<file path="config.mk">
export PLATFORM = sky130hd
export DESIGN_NAME = pm_counter_bank
export DESIGN_NICKNAME = d
export VERILOG_FILES = /design/src/rtl/pm_pkg.sv /design/src/rtl/pm_event_decode.sv /design/src/rtl/pm_sat_counter.sv /design/src/rtl/pm_read_port.sv /design/src/rtl/pm_counter_bank.sv
export SDC_FILE = /design/constraint.sdc
export NUM_CORES = 1
export LEC_CHECK = 0
export BUFFER_PORTS_ARGS = -buffer_cell sky130_fd_sc_hd__buf_2
export CORE_MARGIN = 2
export CORE_UTILIZATION = 50
export DETAILED_ROUTE_END_ITERATION = 12
export PLACE_DENSITY = 0.78
export SLEW_MARGIN = 20
export SYNTH_ARGS = -nofsm -noshare
export SYNTH_HDL_FRONTEND = slang
export SYNTH_SLANG_ARGS = --single-unit
</file>
<file path="constraint.sdc">
create_clock -name clk -period 3.05 [get_ports clk]
set_input_delay 0.4575 -clock clk [delete_from_list [all_inputs] [get_ports clk]]
set_output_delay 0.4575 -clock clk [all_outputs]
set_load 0.1 [all_outputs]
</file>
<file path="src/rtl/pm_pkg.sv">
// Shared constants and counter indices for the performance monitor bank.
// Assumes five counters; the index values are visible at the read port.
package pm_pkg;
    localparam int NUM_CNT = 5;
    localparam int IDX_W   = 3;
    localparam int INC_W   = 2;   // up to two events per cycle per counter

    typedef enum logic [IDX_W-1:0] {
        CNT_FRM   = 3'd0,
        CNT_CRC   = 3'd1,
        CNT_EBIT  = 3'd2,
        CNT_SA6_A = 3'd3,
        CNT_SA6_B = 3'd4
    } cnt_idx_e;
endpackage

</file>
<file path="src/rtl/pm_event_decode.sv">
// Turns framer strobes into per-counter increment amounts.
// Applies the mode and alignment gates and the Sa6 pattern decode.
// Assumes every strobe is a single-cycle pulse and inputs are synchronous.
module pm_event_decode
    import pm_pkg::*;
#(
    parameter int FAS_W = 7,
    localparam int NB_W = $clog2(FAS_W + 1)
) (
    input  logic                             e1_mode,
    input  logic                             notfas_cnt_en,
    input  logic                             frm_aligned,
    input  logic                             mf_aligned,
    input  logic                             fas_err_stb,
    input  logic [NB_W-1:0]                  fas_err_nbits,
    input  logic                             notfas_stb,
    input  logic                             notfas_bit2,
    input  logic                             crc_err_stb,
    input  logic                             ebit_stb,
    input  logic                             ebit_val,
    input  logic                             sa6_stb,
    input  logic [3:0]                       sa6_nib,
    output logic [NUM_CNT-1:0][INC_W-1:0]    inc_vec
);
    logic fas_hit;
    logic notfas_hit;
    logic e1_mf_ok;
    logic sa6_a_hit;
    logic sa6_b_hit;

    // Qualify raw strobes into single-event hits.
    always_comb begin
        fas_hit    = fas_err_stb && (fas_err_nbits != '0);
        notfas_hit = e1_mode && notfas_cnt_en && notfas_stb && !notfas_bit2;
        e1_mf_ok   = e1_mode && mf_aligned;
        sa6_a_hit  = (sa6_nib[3:2] == 2'b00) && sa6_nib[0];
        sa6_b_hit  = (sa6_nib[3:1] == 3'b001);
    end

    // Form the increment amount for each counter.
    always_comb begin
        inc_vec = '0;
        if (e1_mode)
            inc_vec[CNT_FRM] = {1'b0, fas_hit} + {1'b0, notfas_hit};
        else
            inc_vec[CNT_FRM] = {1'b0, fas_hit && frm_aligned};
        inc_vec[CNT_CRC]   = {1'b0, crc_err_stb && mf_aligned};
        inc_vec[CNT_EBIT]  = {1'b0, e1_mf_ok && ebit_stb && !ebit_val};
        inc_vec[CNT_SA6_A] = {1'b0, e1_mf_ok && sa6_stb && sa6_a_hit};
        inc_vec[CNT_SA6_B] = {1'b0, e1_mf_ok && sa6_stb && sa6_b_hit};
    end
endmodule

</file>
<file path="src/rtl/pm_sat_counter.sv">
// One saturating counter with clear-on-read.
// A clear in the same cycle as an increment leaves the increment value.
// Assumes INC_W is smaller than CNT_W.
module pm_sat_counter #(
    parameter int CNT_W = 16,
    parameter int INC_W = 2
) (
    input  logic             clk,
    input  logic             rst_n,
    input  logic [INC_W-1:0] inc,
    input  logic             clr,
    output logic [CNT_W-1:0] cnt
);
    logic [CNT_W:0] sum;

    // Widened sum so that overflow shows in the top bit.
    always_comb sum = {1'b0, cnt} + {{(CNT_W + 1 - INC_W){1'b0}}, inc};

    // Update the count: reset, clear with carry-in, saturate or add.
    always_ff @(posedge clk) begin
        if (!rst_n)
            cnt <= '0;
        else if (clr)
            cnt <= {{(CNT_W - INC_W){1'b0}}, inc};
        else if (sum[CNT_W])
            cnt <= '1;
        else
            cnt <= sum[CNT_W-1:0];
    end
endmodule

</file>
<file path="src/rtl/pm_read_port.sv">
// Index-selected read port with one cycle of latency.
// Issues the clear for the selected counter; an out-of-range index reads zero.
// Assumes at most one read per cycle.
module pm_read_port
    import pm_pkg::*;
#(
    parameter int CNT_W = 16
) (
    input  logic                          clk,
    input  logic                          rst_n,
    input  logic                          rd_en,
    input  logic [IDX_W-1:0]              rd_idx,
    input  logic [NUM_CNT-1:0][CNT_W-1:0] cnt_vec,
    output logic [NUM_CNT-1:0]            clr_vec,
    output logic [CNT_W-1:0]              rd_data
);
    logic [CNT_W-1:0] sel_val;

    // Decode one clear line per counter.
    for (genvar i = 0; i < NUM_CNT; i++) begin : g_clr
        assign clr_vec[i] = rd_en && (rd_idx == IDX_W'(i));
    end

    // Select the addressed count; zero when no counter matches.
    always_comb begin
        sel_val = '0;
        for (int i = 0; i < NUM_CNT; i++)
            if (rd_idx == IDX_W'(i)) sel_val = cnt_vec[i];
    end

    // Register the read value; hold it between reads.
    always_ff @(posedge clk) begin
        if (!rst_n)
            rd_data <= '0;
        else if (rd_en)
            rd_data <= sel_val;
    end
endmodule

</file>
<file path="src/rtl/pm_counter_bank.sv">
// Performance monitor counter bank for one DS1/E1 receive channel.
// Decodes framer strobes, keeps five saturating clear-on-read counters,
// and serves indexed reads. Assumes all inputs are synchronous to clk.
module pm_counter_bank
    import pm_pkg::*;
#(
    parameter int CNT_W = 16,
    parameter int FAS_W = 7,
    localparam int NB_W = $clog2(FAS_W + 1)
) (
    input  logic             clk,
    input  logic             rst_n,
    input  logic             e1_mode,
    input  logic             notfas_cnt_en,
    input  logic             frm_aligned,
    input  logic             mf_aligned,
    input  logic             fas_err_stb,
    input  logic [NB_W-1:0]  fas_err_nbits,
    input  logic             notfas_stb,
    input  logic             notfas_bit2,
    input  logic             crc_err_stb,
    input  logic             ebit_stb,
    input  logic             ebit_val,
    input  logic             sa6_stb,
    input  logic [3:0]       sa6_nib,
    input  logic             rd_en,
    input  logic [IDX_W-1:0] rd_idx,
    output logic [CNT_W-1:0] rd_data
);
    logic [NUM_CNT-1:0][INC_W-1:0] inc_vec;
    logic [NUM_CNT-1:0][CNT_W-1:0] cnt_vec;
    logic [NUM_CNT-1:0]            clr_vec;

    pm_event_decode #(.FAS_W(FAS_W)) u_dec (
        .e1_mode       (e1_mode),
        .notfas_cnt_en (notfas_cnt_en),
        .frm_aligned   (frm_aligned),
        .mf_aligned    (mf_aligned),
        .fas_err_stb   (fas_err_stb),
        .fas_err_nbits (fas_err_nbits),
        .notfas_stb    (notfas_stb),
        .notfas_bit2   (notfas_bit2),
        .crc_err_stb   (crc_err_stb),
        .ebit_stb      (ebit_stb),
        .ebit_val      (ebit_val),
        .sa6_stb       (sa6_stb),
        .sa6_nib       (sa6_nib),
        .inc_vec       (inc_vec)
    );

    for (genvar i = 0; i < NUM_CNT; i++) begin : g_cnt
        pm_sat_counter #(.CNT_W(CNT_W), .INC_W(INC_W)) u_cnt (
            .clk   (clk),
            .rst_n (rst_n),
            .inc   (inc_vec[i]),
            .clr   (clr_vec[i]),
            .cnt   (cnt_vec[i])
        );
    end

    pm_read_port #(.CNT_W(CNT_W)) u_rd (
        .clk     (clk),
        .rst_n   (rst_n),
        .rd_en   (rd_en),
        .rd_idx  (rd_idx),
        .cnt_vec (cnt_vec),
        .clr_vec (clr_vec),
        .rd_data (rd_data)
    );
endmodule

</file>
==> results.md <==
* Status: finished clean
* IR drop worst, VDD at around 0.3 mV
* Port bufs at 39
* Core Box Area at a little over 0.01 mm2
* CTS root buf: clkbuf_8
* Finished Cell Area at roughly 0.0057 mm2
* Most common cell after layout, fill and taps aside: dfxtp_1
* Share of the synthesized area in the top cell type at 36.57%
* Peak Freq at 372.2 MHz
* Setup CP Type: in -> reg
* Clock Latency Late Sink at 0.38 ns
* Post-route insts no fill at 732
* Gr usage total at ~23%
* I/O pin count at 40
* Post-layout min period at 2.686 ns
* P per Cell Area at slightly below 400 mW/mm2
* First-pass GRT wire length at approximately 21000 um
* Synthesized cell area at 0.005255 mm2
* Syn Nets at 606
* Number of global-route vias before repair at about 4200
* Gpl congestion at ~0.84
* GR peak layer: met2
* Met3 GRT Util at 4.292%
* Crit path DAT at 2.93 ns
* Filler cells at 918
* Final slew viol count at 0
* Leak Pwr at between 1.5 and 2 nW
* CTS Buf Count at 9
* RSZ-0062 raised after global routing: false
* Largest delay share family, worst path: simple AND/OR/NAND/NOR gates
* DIE AREA at 0.01135 mm2
* Largest net degree at the start of global routing at 26
* Syn Area/Cell at 9.219 um2
* Worst Setup SP: fas_err_nbits[1]
* Worst Setup End Kind: flop
* Maxcap violations at 0
* Final setup margin at 0.3635 ns
* Mapped Cells at 570
* Remaining DRCs at 0
* CTS tree: done
* Post-synth EDFFs at 0
* Met1 Use GR at 29.68%
* Worst-Margin Slew at 1.003 ns
* Asr flop ratio synth at 0%
* DP Cell Count at 716
* Critical R2R Launch: g_cnt[1].u_cnt.cnt[0]
* Commonest non-fill, non-tap cells in the layout: dfxtp_1, nand2_1, a21oi_1
* Met2 Track Usage GR at 38.78%
* Ys flop type: dfxtp_1
* Clock skew at 0.009994 ns
* Area after DPL at 0.005464 mm2
* Fin nets at 627
* Hold Crit Class: in -> reg
* Overall routed net length at 12760 um
* Clock transition at the registers of the reported paths at 0.09 ns
* Inserted Diodes at 0
* Max-slew headroom at between 30% and 40%
* HP Start: crc_err_stb
* Worst path required time at 3.29 ns
* Worst path max stage delay at 0.45 ns
* H-tree depth at 3
* Sw Share at 23.48%
* Setup Viol. Count Final at 0
* Post-DRT Antenna Nets at 0
* Worst path slowest cell: fa_1
* Initial antenna violation count at 0
* Largest cells by area after synthesis: dfxtp_1, a22oi_1, xnor2_1
* Comb power frac at 5.3%
* Final Hold Fails at 0
* Vias per inst at a little over 6
* CTS max path bufs at 2
* Worst path bufs/invs at 2
* Initial Util at 51.13%
* Num rows at 37
* Chip Width at roughly 110 um
* Most common cell on crit path: ha_1
* DRT Pass-1 Iters at 6
* Total negative slack at 0 ns
* Clock network fraction of total power at 38.4%
* Total number of vias at 4541
* Sequential Power Share at ~56%
* Hold buffers post-CTS at 0
* Average routed wire per standard cell at between 15 and 20 um
* Crit Path Max Fanout at 4
* Area Growth Syn to Fin at 7.762%
* Share of cells above drive strength 1 at 20.47%
* Yosys warns at 0
* Seq/Total Area, Yosys at 36.57%
* Die height at 106.5 um
* CP Cell Sequence: buf_2 > o31a_1 > ha_1 > nand2_1 > o21ai_0 > ha_1 > inv_1 > fa_1 > nand3b_1 > nor4_2 > and4b_1 > a211oi_1
* Period Utilization, post-route at 88.08%
* Internal power at 0.001718 W
* P_sw at ~0.00053 W
* CTS sink cnt at 96
* 1st-iter DRT viols at 294
* Cell taking the most area after synthesis: dfxtp_1
* Setup WS pre-CTS at -0.03866 ns
* Postcts setup bufs at 0
* Synth unique cells at 65
* Yosys reg bits at 96
* Post-cts resize count at 0
* Total congestion overflow at 0
* Startpoint types: input pin
* Final HPWL DP at 9379 um
==> registers in the layout, indices dropped and copies added, names as in the netlist <==
name	flops
g_cnt.u_cnt.cnt	80
u_rd.rd_data	16
==> power by group through the flow <==
stage,logic [W],clock network [W],registers [W]
after global routing,0.000130,0.000916,0.00127
after floorplan,0.0000801,0,0.00130
after detailed placement,0.000118,0,0.00129
after CTS,0.000118,0.000873,0.00127
final,0.000118,0.000862,0.00127
after global placement,0.000114,0,0.00129
==> stage by stage <==
stage	power (W)	hold slack [ns]	util [%]
after floorplan	0.001377	0.4827	-
after global placement	0.001408	0.4580	53.17
after detailed placement	0.001413	0.4559	53.17
after CTS	0.002256	0.3883	55.10
after global routing	0.002313	0.4249	55.10
final	0.002246	0.3958	55.10
==> worst reg2reg max path: stages (launching register included) <==
cell and delay (ns):
dfxtp_1 0.34, ha_1 0.22, ha_1 0.26, nand3_4 0.16, nor4_4 0.35, nand3_2 0.39
a221oi_1 0.34
==> logic make-up (layout without fill, tap and decap cells) <==
family | count (synthesis) | after routing | share of synthesized area, %
AO/OA/AOI/OAI | 147 | 147 | 19.95
XOR/XNOR | 47 | 47 | 7.833
adder cells (fa/ha/maj) | 12 | 12 | 3.000
buffers and inverters | 53 | 79 | 5.119
flip-flops | 96 | 96 | 36.57
multiplexers | 15 | 15 | 3.167
AND/OR/NAND/NOR | 200 | 200 | 24.36
==> final cells by class <==
| cell class | instances | area (um2) | area share (%) |
|---|---|---|---|
| Tap cell | 136 | 170.2 | 3.005 |
| Clock inverter | 3 | 40.04 | 0.7070 |
| Inverter | 18 | 67.56 | 1.193 |
| Clock buffer | 13 | 158.9 | 2.806 |
| Sequential cell | 96 | 1922 | 33.94 |
| Timing Repair Buffer | 45 | 240.2 | 4.242 |
| Multi-Input combinational cell | 421 | 3064 | 54.11 |
==> cell usage after synthesis (3+ instances only) <==
| cell type | count |
|---|---|
| a311oi_1 | 3 |
| buf_4 | 3 |
| nor3_1 | 17 |
| o21ai_0 | 6 |
| clkbuf_1 | 10 |
| a22oi_1 | 32 |
| ha_1 | 11 |
| nand4_1 | 23 |
| nor4_1 | 4 |
| a211oi_1 | 6 |
| nand3_2 | 3 |
| a21oi_1 | 42 |
| and4b_1 | 6 |
| a31oi_1 | 7 |
| buf_2 | 17 |
| buf_6 | 5 |
| o221ai_1 | 16 |
| nand3_1 | 18 |
| nor2_1 | 20 |
| and2_1 | 9 |
| nand2_1 | 44 |
| inv_1 | 18 |
| a31o_2 | 3 |
| dfxtp_1 | 96 |
| a21oi_2 | 20 |
| a41oi_1 | 4 |
| mux2_2 | 13 |
| and4_1 | 8 |
| xnor2_1 | 25 |
| xor2_1 | 22 |
| nor4_2 | 3 |
| nor2b_1 | 3 |
| and3_1 | 11 |
==> path summary, 6_finish.rpt <==
kind,cells after the start,endpoint,slack (ns)
setup / recovery,12,g_cnt[0].u_cnt.cnt[14],0.36
hold / removal,3,g_cnt[1].u_cnt.cnt[0],0.40
setup reg to reg,6,g_cnt[1].u_cnt.cnt[0],0.91
hold reg to reg,2,u_rd.rd_data[8],0.48
==> metal layers <==
metal	vias up	routed length [um]
met4	0	173
met2	155	6330
met1	2195	5574
met3	21	682
li1	2170	-
met5	-	0
Note: power is estimated with default switching activity, not from simulation.
